$ cat config.mk
export PLATFORM = sky130hd
export DESIGN_NAME = tag_prefetch_unit
export DESIGN_NICKNAME = d
export VERILOG_FILES = /design/src/rtl/tpf_pkg.sv /design/src/rtl/tpf_tag_store.sv /design/src/rtl/tpf_pf_buffer.sv /design/src/rtl/tag_prefetch_unit.sv
export SDC_FILE = /design/constraint.sdc
export NUM_CORES = 1
export LEC_CHECK = 0
export BUFFER_PORTS_ARGS = -buffer_cell sky130_fd_sc_hd__buf_2
export CAP_MARGIN = 25
export CORE_MARGIN = 2
export CORE_UTILIZATION = 23
export CTS_BUF_LIST = sky130_fd_sc_hd__clkbuf_16
export CTS_CLUSTER_DIAMETER = 40
export DETAILED_ROUTE_END_ITERATION = 16
export SLEW_MARGIN = 20
export SYNTH_ARGS = -nofsm -noshare
export SYNTH_HDL_FRONTEND = slang
export SYNTH_SLANG_ARGS = --single-unit
$ cat constraint.sdc
create_clock -name clk -period 7.4 [get_ports clk]
set_input_delay 1.48 -clock clk [delete_from_list [all_inputs] [get_ports clk]]
set_output_delay 1.48 -clock clk [all_outputs]
set_load 0.01 [all_outputs]
$ cat src/rtl/tpf_pkg.sv
package tpf_pkg;
    localparam int ADDR_W = 16;
    localparam int OFS_W  = 3;
    localparam int SET_W  = 4;
    localparam int WAY_N  = 4;
    localparam int TAG_W  = ADDR_W - OFS_W - SET_W;
    localparam int LINE_W = ADDR_W - OFS_W;
    localparam int SET_N  = 1 << SET_W;
    localparam int WAY_W  = (WAY_N > 1) ? $clog2(WAY_N) : 1;

    typedef logic [TAG_W-1:0]  tag_t;
    typedef logic [SET_W-1:0]  set_t;
    typedef logic [LINE_W-1:0] line_t;
    typedef logic [WAY_W-1:0]  way_t;

    typedef struct packed {
        logic vld;
        tag_t tag;
    } ent_t;

    typedef ent_t [WAY_N-1:0] row_t;

    typedef struct packed {
        logic hit;
        way_t way;
    } look_t;

    typedef struct packed {
        logic hit;
        way_t way;
        logic fast;
    } resp_t;

    typedef enum logic {ST_IDLE, ST_LOOK} st_t;

    function automatic set_t line_set(line_t l);
        return l[SET_W-1:0];
    endfunction

    function automatic tag_t line_tag(line_t l);
        return l[LINE_W-1:SET_W];
    endfunction

    // lowest matching way wins
    function automatic look_t row_match(row_t r, tag_t t);
        look_t res;
        res = '0;
        for (int w = WAY_N - 1; w >= 0; w--) begin
            if (r[w].vld && (r[w].tag == t)) begin
                res.hit = 1'b1;
                res.way = way_t'(w);
            end
        end
        return res;
    endfunction
endpackage

$ cat src/rtl/tpf_tag_store.sv
module tpf_tag_store
    import tpf_pkg::*;
(
    input  logic clk,
    input  logic rst,
    input  logic wr_en,
    input  set_t wr_set,
    input  way_t wr_way,
    input  ent_t wr_ent,
    input  set_t rd_a_set,
    output row_t rd_a_row,
    input  set_t rd_b_set,
    output row_t rd_b_row
);
    row_t rows [SET_N];

    for (genvar s = 0; s < SET_N; s++) begin : g_row
        always_ff @(posedge clk) begin
            if (rst) begin
                rows[s] <= '0;
            end else if (wr_en && (wr_set == set_t'(s))) begin
                rows[s][wr_way] <= wr_ent;
            end
        end
    end

    assign rd_a_row = rows[rd_a_set];
    assign rd_b_row = rows[rd_b_set];
endmodule

$ cat src/rtl/tpf_pf_buffer.sv
module tpf_pf_buffer
    import tpf_pkg::*;
(
    input  logic  clk,
    input  logic  rst,
    input  logic  active,
    input  logic  cap_en,
    input  line_t cap_line,
    input  row_t  cap_row,
    input  logic  wr_en,
    input  set_t  wr_set,
    output logic  buf_vld,
    output line_t buf_line,
    output row_t  buf_row
);
    always_ff @(posedge clk) begin
        if (rst) begin
            buf_vld  <= 1'b0;
            buf_line <= '0;
            buf_row  <= '0;
        end else if (!active) begin
            buf_vld <= 1'b0;
        end else if (cap_en) begin
            buf_vld  <= !(wr_en && (wr_set == line_set(cap_line)));
            buf_line <= cap_line;
            buf_row  <= cap_row;
        end else if (wr_en && (wr_set == line_set(buf_line))) begin
            buf_vld <= 1'b0;
        end
    end
endmodule

$ cat src/rtl/tag_prefetch_unit.sv
module tag_prefetch_unit
    import tpf_pkg::*;
(
    input  logic              clk,
    input  logic              rst,
    input  logic              pf_en,
    input  logic              cache_mode,
    input  logic              req_valid,
    input  logic [ADDR_W-1:0] req_addr,
    output logic              req_ready,
    input  logic              wr_en,
    input  logic [SET_W-1:0]  wr_set,
    input  logic [WAY_W-1:0]  wr_way,
    input  logic [TAG_W-1:0]  wr_tag,
    input  logic              wr_vld,
    output logic              resp_valid,
    output logic              resp_hit,
    output logic [WAY_W-1:0]  resp_way,
    output logic              resp_fast,
    output logic              resp_pf_hit
);
    st_t   state;
    line_t look_line;
    resp_t resp_q;
    logic  resp_v_q;

    line_t req_line;
    logic  active;
    logic  buf_vld;
    line_t buf_line;
    row_t  buf_row;
    row_t  look_row;
    row_t  next_row;
    logic  fast_take;
    logic  slow_take;
    logic  cap_en;
    line_t cap_line;
    look_t buf_res;
    look_t look_res;
    ent_t  wr_ent;

    assign req_line  = req_addr[ADDR_W-1:OFS_W];
    assign active    = pf_en && cache_mode;
    assign req_ready = (state == ST_IDLE);
    assign wr_ent    = '{vld: wr_vld, tag: wr_tag};

    assign fast_take = req_valid && req_ready && active && buf_vld
                       && (req_line == buf_line)
                       && !(wr_en && (wr_set == line_set(buf_line)));
    assign slow_take = req_valid && req_ready && !fast_take;

    assign cap_en   = fast_take || (state == ST_LOOK);
    assign cap_line = (fast_take ? req_line : look_line) + line_t'(1);

    assign buf_res  = row_match(buf_row, line_tag(req_line));
    assign look_res = row_match(look_row, line_tag(look_line));

    tpf_tag_store u_store (
        .clk      (clk),
        .rst      (rst),
        .wr_en    (wr_en),
        .wr_set   (wr_set),
        .wr_way   (wr_way),
        .wr_ent   (wr_ent),
        .rd_a_set (line_set(look_line)),
        .rd_a_row (look_row),
        .rd_b_set (line_set(cap_line)),
        .rd_b_row (next_row)
    );

    tpf_pf_buffer u_buf (
        .clk      (clk),
        .rst      (rst),
        .active   (active),
        .cap_en   (cap_en),
        .cap_line (cap_line),
        .cap_row  (next_row),
        .wr_en    (wr_en),
        .wr_set   (wr_set),
        .buf_vld  (buf_vld),
        .buf_line (buf_line),
        .buf_row  (buf_row)
    );

    always_ff @(posedge clk) begin
        if (rst) begin
            state     <= ST_IDLE;
            look_line <= '0;
            resp_v_q  <= 1'b0;
            resp_q    <= '0;
        end else begin
            resp_v_q <= 1'b0;
            case (state)
                ST_IDLE: begin
                    if (fast_take) begin
                        resp_v_q <= 1'b1;
                        resp_q   <= '{hit: buf_res.hit, way: buf_res.way, fast: 1'b1};
                    end else if (slow_take) begin
                        look_line <= req_line;
                        state     <= ST_LOOK;
                    end
                end
                ST_LOOK: begin
                    resp_v_q <= 1'b1;
                    resp_q   <= '{hit: look_res.hit, way: look_res.way, fast: 1'b0};
                    state    <= ST_IDLE;
                end
                default: state <= ST_IDLE;
            endcase
        end
    end

    assign resp_valid  = resp_v_q;
    assign resp_hit    = resp_v_q && resp_q.hit;
    assign resp_way    = resp_q.way;
    assign resp_fast   = resp_v_q && resp_q.fast;
    assign resp_pf_hit = resp_v_q && resp_q.fast && resp_q.hit;
endmodule

Word level (Yosys, flattened, before mapping) --
Memory sizes are Yosys's and may differ from the RTL's. A register that Yosys moved wholly into a read port is not among the register bits. Index checks and enable logic that the tools add are counted. Widths: inputs -> output; s select.
Operators by class: $add $sub $neg 1, reductions and logical operators 46, bitwise gates (word level) 643, order comparisons 2, eq/ne operators 27, muxes and demuxes 712
Operator list (count):
- $mux 1 | 679
- $mux 40 | 16
- $or 1x1->1 | 640
- $eq 9x9->1 | 8
- $logic_and 1x1->1 | 37
- $eq 4x4->1 const B | 8
- $mux 3 | 8
- $demux 10 s2 | 1
- $eq 4x3->1 const B | 4
- $add 13x1->13 const B | 1
- $eq 13x13->1 | 1
- $mux 13 | 1
- $mux 4 | 3
- $mux 10 | 1
- $eq 4x2->1 const B | 2
- $eq 4x4->1 | 2
- $pmux 4 s2 | 1
- $eq 4x1->1 const B | 1
- $logic_not 4->1 | 1
- $pmux 1 s2 | 2
- $logic_not 1->1 | 3
- $lt 2x3->1 const B | 1
- $not 1->1 | 3
- $reduce_and 3->1 | 1
- 6 further kinds | 6
Storage, ports and cells: logic and storage cells 1440, memory bits (writable) 640, memories 1, output and inout bits 7, register bits 33, input bits 38
Memory list:
- u_store.rows | words 16, width 40, rd ports 2, clocked after Yosys merged registers in 2, write ports 16, RTL line tpf_tag_store.sv:15 | row_t rows [SET_N];

Longest topological paths before layout --
depth after elaboration 12, mapped depth 20, mapped depth without buffers 12

Modules after synthesis --
Synthesis repeated with hierarchy kept, for this count alone.
Second synthesis, totals: cells, all modules 2780, area total of the unflattened synthesis 36538.8 um^2
Modules (own cells, without submodules):
- tpf_tag_store | cells an instance 2216, seq. area each 19218.4 um^2, instances 1, area an instance 32067.0 um^2
- tag_prefetch_unit | cells an instance 317, seq. area each 380.4 um^2, instances 1, area an instance 2401.1 um^2
- tpf_pf_buffer | cells an instance 247, seq. area each 1081.0 um^2, instances 1, area an instance 2070.7 um^2

Worst setup path after synthesis --
OpenSTA, ideal clock, no wires.
kind input port to flip-flop, start in req_addr[13], end reg u_buf.buf_row[0] (netlist name), stages on the path 20, setup time 0.142 ns, arrival time 5.192 ns, setup slack 2.066 ns, buffers on the path 10, required time 7.258 ns, path through buf_6 -> xnor2_2 -> nand4_1 -> or4_4 -> o21ai_1 -> and2_1 -> buf_2 -> buf_6 -> inv_2 -> buf_2 -> buf_2 -> buf_2 -> ha_1 -> clkbuf_1 -> clkbuf_1 -> clkbuf_1 -> clkbuf_1 -> nand3_1 -> nand2_1 -> a311oi_1
On the way: cells in the longest elaborated chain, start to end 5, elaborated cells between the ends (all ways) 7, those cells by class add/sub: 1; eq/ne: 1; mux: 1; reduce/logical: 4
RTL lines:
- start: declaration | RTL line tag_prefetch_unit.sv:9 | input logic [ADDR_W-1:0] req_addr,
- $eq 13x13->1 | RTL line tag_prefetch_unit.sv:48 | && (req_line == buf_line)
- $logic_and 1x1->1 | RTL line tag_prefetch_unit.sv:48
- $logic_and 1x1->1 | RTL line tag_prefetch_unit.sv:49 | && !(wr_en && (wr_set == line_set(buf_line)));
- $mux 13 | RTL line tag_prefetch_unit.sv:53 | assign cap_line = (fast_take ? req_line : look_line) + line_t'(1);
- $add 13x1->13 | RTL line tag_prefetch_unit.sv:53
- net cap_line[1] | RTL line tag_prefetch_unit.sv:37 | line_t cap_line;
The timed path passes the listed nets, and every way through them passes these cells. A chain may end at the register's enable or synchronous reset.

Final worst setup path --
start in req_addr[10], end reg u_buf.buf_row[31] (netlist name)
On the way: cells in the longest elaborated chain, start to end 5, elaborated cells between the ends (all ways) 7, those cells by class add/sub: 1; eq/ne: 1; mux: 1; reduce/logical: 4
RTL lines (RTL line):
- $eq 13x13->1 (*) | tag_prefetch_unit.sv:48
- $logic_and 1x1->1 (*) | tag_prefetch_unit.sv:48
- $logic_and 1x1->1 (*) | tag_prefetch_unit.sv:49
- $mux 13 / $logic_or 1x1->1 (equally long branches) | tag_prefetch_unit.sv:53, tag_prefetch_unit.sv:52
- $add 13x1->13 / $reduce_and 2->1 (equally long branches)
Mark *: on every way between the ends. The rest lies on a longest branch, timed or not.

==> results by group <==
Setup path
  • RR Startpoint: state
  • Critical Path Sink Type: flip-flop
  • Crit path DAT: 6200 ps
  • Critical Path RT: 7910 ps
  • Type of the worst setup path: input pin to flip-flop
  • FF-to-FF End: u_buf.buf_row[31]
  • Depth of the worst register-to-register path: 13
  • Setup crit start kind: input pin
  • Crit path max fanout: between 40 and 50
  • Setup slack, reg-to-reg: 2240 ps

Cells and area
  • P&R area growth vs syn: 15.9%
  • Area of the multi-input gates: 17300 um^2
  • Fin util: 0.268
  • Fillers: 17588
  • Layout cells sized above 1: 0.188
  • Nets: 3214
  • Register area: 20800 um^2
  • Fin cells: 5514

Power and ir drop
  • Clock power share: 0.475
  • Cell-internal power: 8380 uW
  • Pwr Density: ~250 nW/um^2
  • Power Total: 11400 uW
  • Flop pwr share: 0.421
  • Sw frac: 0.262
  • Gate power share: 0.104
  • Psw: 2970 uW
  • Maximum vdd drop: 0.195 mV
  • P_leak: 0.0157 uW

Min path
  • Hold Path Origin: u_buf.buf_line[4]
  • Hold worst-path end: u_buf.buf_line[4]
  • Worst hold path class: flip-flop to flip-flop
  • Hold path depth: 2

Yosys
  • XOR/XNOR Fraction of Synth Area: 0.0260
  • Synth top area share: 0.486
  • Synth Area in Compound Gates: 0.0422
  • Average size of a mapped cell: 12.2 um^2
  • Post-Synth Adder-Cell Area: 0.000316
  • Main combinational cell family by area after synthesis: simple AND/OR/NAND/NOR gates
  • Gate Count Post-Synth: 3247
  • Post-synth EDFFs: 640
  • Async S/R FF share, synth: 0
  • Post-Synth Simple-Gate Area: 0.188
  • Main flop type after synthesis: edfxtp_1
  • Synthesized flop and latch total: 717
  • Post-synth top area cell: edfxtp_1
  • Synth unique cells: a little under 70
  • Multiplexer share of the synthesized area: 0.179
  • YS warnings: 0
  • Largest cells by area after synthesis: edfxtp_1 (49%), mux4_2 (11%), and2_1 (10%)
  • Post-Syn Nets: roughly 3300
  • Post-synthesis sequential area ratio: 0.525
  • Synthesized area: 39600 um^2

Detailed routing
  • DRT iter0 DRCs: 3397
  • DR DRC count: 0
  • Detailed-route wire length: between 100 and 150 mm
  • Routed vias/inst: 4.98
  • 1st-pass router iterations: 6
  • Routed via count: 27457
  • Routed Antenna Nets: 0
  • Routed WL per cell: 24.6 um

Timing
  • Clk_skew: 30.2 ps
  • Final hold violations: 0
  • Final min period: around 5700 ps
  • Setup TNS: 0 ps
  • Fmax achieved: 176 MHz
  • Min Hold Slack: approximately 470 ps
  • Final cycle utilization of the critical path: 0.769
  • Measured slew at the worst slew-check pin: 1210 ps
  • # setup viols final: 0
  • Worst slew margin: 0.194
  • Slew Limit Fails: 0
  • RSZ-0062 raised after global routing: no

Place
  • GPL Wtd Cong: 0.888
  • Port Buffers: 41
  • Hpwl dp: 83.9 mm
  • Number of cells after detailed placement: 5289

Global route
  • GR Util All Layers: 0.151
  • First-pass GRT wire length: ~190 mm
  • Largest net degree at the start of global routing: 122
  • Vias in the first global route: ~27000
  • Initial antenna violation count: 9
  • Total gr overflow: 0

Floorplanning
  • Chip width: 419 um
  • Die height: about 420 um
  • Num ports: between 40 and 50
  • FP Rows: around 150
  • Core ar.: 171000 um^2
  • Die area: 175000 um^2
  • Starting Density: 0.231

CTS
  • Root buffer cell: clkbuf_16
  • # clock sinks: 717
  • H-tree levels: 3
  • Num CTS Buffers: 115
  • Setup bufs post-CTS: 0
  • CTS-repair resized insts: 0
  • Longest Clk Path Bufs: 3
  • CTS Hold Bufs: 0
  • CTS tree: done
  • Worst-skew pair later-pin latency: 700 ps
  • Worst-path clk slew: 50 ps

Outcome
  • Status: finished clean

Run
  • Maxcap violations: 0
## final cells by class
cell class | instances | area share
Multi-Input combinational cell | 2195 | 0.378
Sequential cell | 717 | 0.453
Timing Repair Buffer | 139 | 0.0225
Inverter | 7 | 0.000628
Tap cell | 2233 | 0.0609
Clock inverter | 101 | 0.0214
Antenna cell | 6 | 0.000327
Clock buffer | 116 | 0.0633
## worst max-delay path: stages
cell and delay [ps]:
buf_2 390, xnor2_2 160, nand4_1 140, or4_4 630, o21ai_1 220, and2_4 410
inv_4 330, ha_4 310, xor2_4 150, buf_4 380, nand3_2 750, o22ai_1 700
a311oi_1 100
## sequential cells by signal, summed over array words and instances, names as in the netlist, named ones only
signal          flops
u_store.rows      640
u_buf.buf_row      40
look_line          13
u_buf.buf_line     13
resp_q              2
resp_way            2
resp_valid          1
state               1
u_buf.buf_vld       1
## placed cells by master, fill, tap and decap left out, types with 10 or more instances in the layout
| cell type | synthesis | layout |
|---|---|---|
| edfxtp_1 | 640 | 640 |
| a22oi_1 | 25 | 25 |
| a32oi_1 | 20 | 20 |
| o211ai_1 | 20 | 20 |
| a211oi_1 | 19 | 19 |
| buf_2 | 84 | 40 |
| o22ai_1 | 20 | 20 |
| bufinv_16 | 0 | 12 |
| a311oi_1 | 25 | 25 |
| clkbuf_16 | 0 | 116 |
| nand3_1 | 94 | 94 |
| nand2_1 | 321 | 321 |
| and2_1 | 652 | 651 |
| clkinv_2 | 0 | 11 |
| buf_4 | 20 | 92 |
| nor3_1 | 68 | 68 |
| nand4_1 | 18 | 18 |
| inv_6 | 0 | 10 |
| xor2_1 | 23 | 23 |
| xnor2_1 | 85 | 85 |
| nor2_1 | 110 | 107 |
| mux4_2 | 193 | 193 |
| clkinv_4 | 0 | 15 |
| o21ai_0 | 17 | 17 |
| nor2b_1 | 10 | 10 |
| o21bai_1 | 19 | 19 |
| a31oi_1 | 14 | 14 |
| or2_2 | 65 | 65 |
| mux2i_1 | 265 | 264 |
| dfxtp_1 | 77 | 73 |
| a21oi_1 | 29 | 29 |
| inv_1 | 4 | 23 |
| clkinv_1 | 0 | 15 |
## cell families (layout without fill, tap and decap cells)
kind of cell / after synthesis / after routing
flops: 717 / 717
fa+ha+maj: 1 / 1
other cells: 0 / 6
simple gates: 1386 / 1386
xor+xnor: 113 / 113
mux: 465 / 465
compound gates: 230 / 230
buf+inv: 335 / 363
## power by group through the flow
stage | Sequential, uW | Clock (uW) | Combinational (uW)
floorplan | 4750 | 0 | 846
global placement | 4840 | 0 | 1150
detailed placement | 4850 | 0 | 1170
CTS | 4770 | 5410 | 1170
global route | 4790 | 5600 | 1250
finish | 4770 | 5390 | 1190
## synth_stat cells (21+ instances only)
| library cell | n |
|---|---|
| dfxtp_1 | 77 |
| nand3_1 | 94 |
| mux4_2 | 193 |
| nor2_1 | 110 |
| and2_1 | 652 |
| clkbuf_1 | 188 |
| a22oi_1 | 25 |
| a21oi_1 | 29 |
| xor2_1 | 23 |
| nor3_1 | 68 |
| xnor2_1 | 85 |
| a311oi_1 | 25 |
| edfxtp_1 | 640 |
| mux2i_1 | 265 |
| or2_2 | 65 |
| nand2_1 | 321 |
| buf_1 | 21 |
| buf_2 | 84 |
## metrics by stage
step	worst slack [ps]	cell area, um^2
after global routing	1620	45800
after CTS	1860	45800
final	1710	45800
after global placement	1140	41900
after detailed placement	1150	41900
after floorplan	2070	39600
## per-layer routing
| layer | share of wire | global-route usage |
|---|---|---|
| met1 | 0.40 | 0.198 |
| met4 | 0.047 | 0.0679 |
| met3 | 0.090 | 0.0255 |
| met2 | 0.46 | 0.243 |
| met5 | 0 | 0 |
## worst max-delay path by stage
stage	from	endpoint	slack [ps]
after CTS	req_addr[10]	u_buf.buf_row[32]	1860
after detailed placement	req_addr[10]	u_buf.buf_row[32]	1150
after global placement	req_addr[10]	u_buf.buf_row[31]	1140
after global routing	req_addr[10]	u_buf.buf_row[7]	1620
after floorplan	req_addr[13]	u_buf.buf_row[0]	2070
final	req_addr[10]	u_buf.buf_row[31]	1710
No activity file was read; power rests on OpenSTA's default activity.
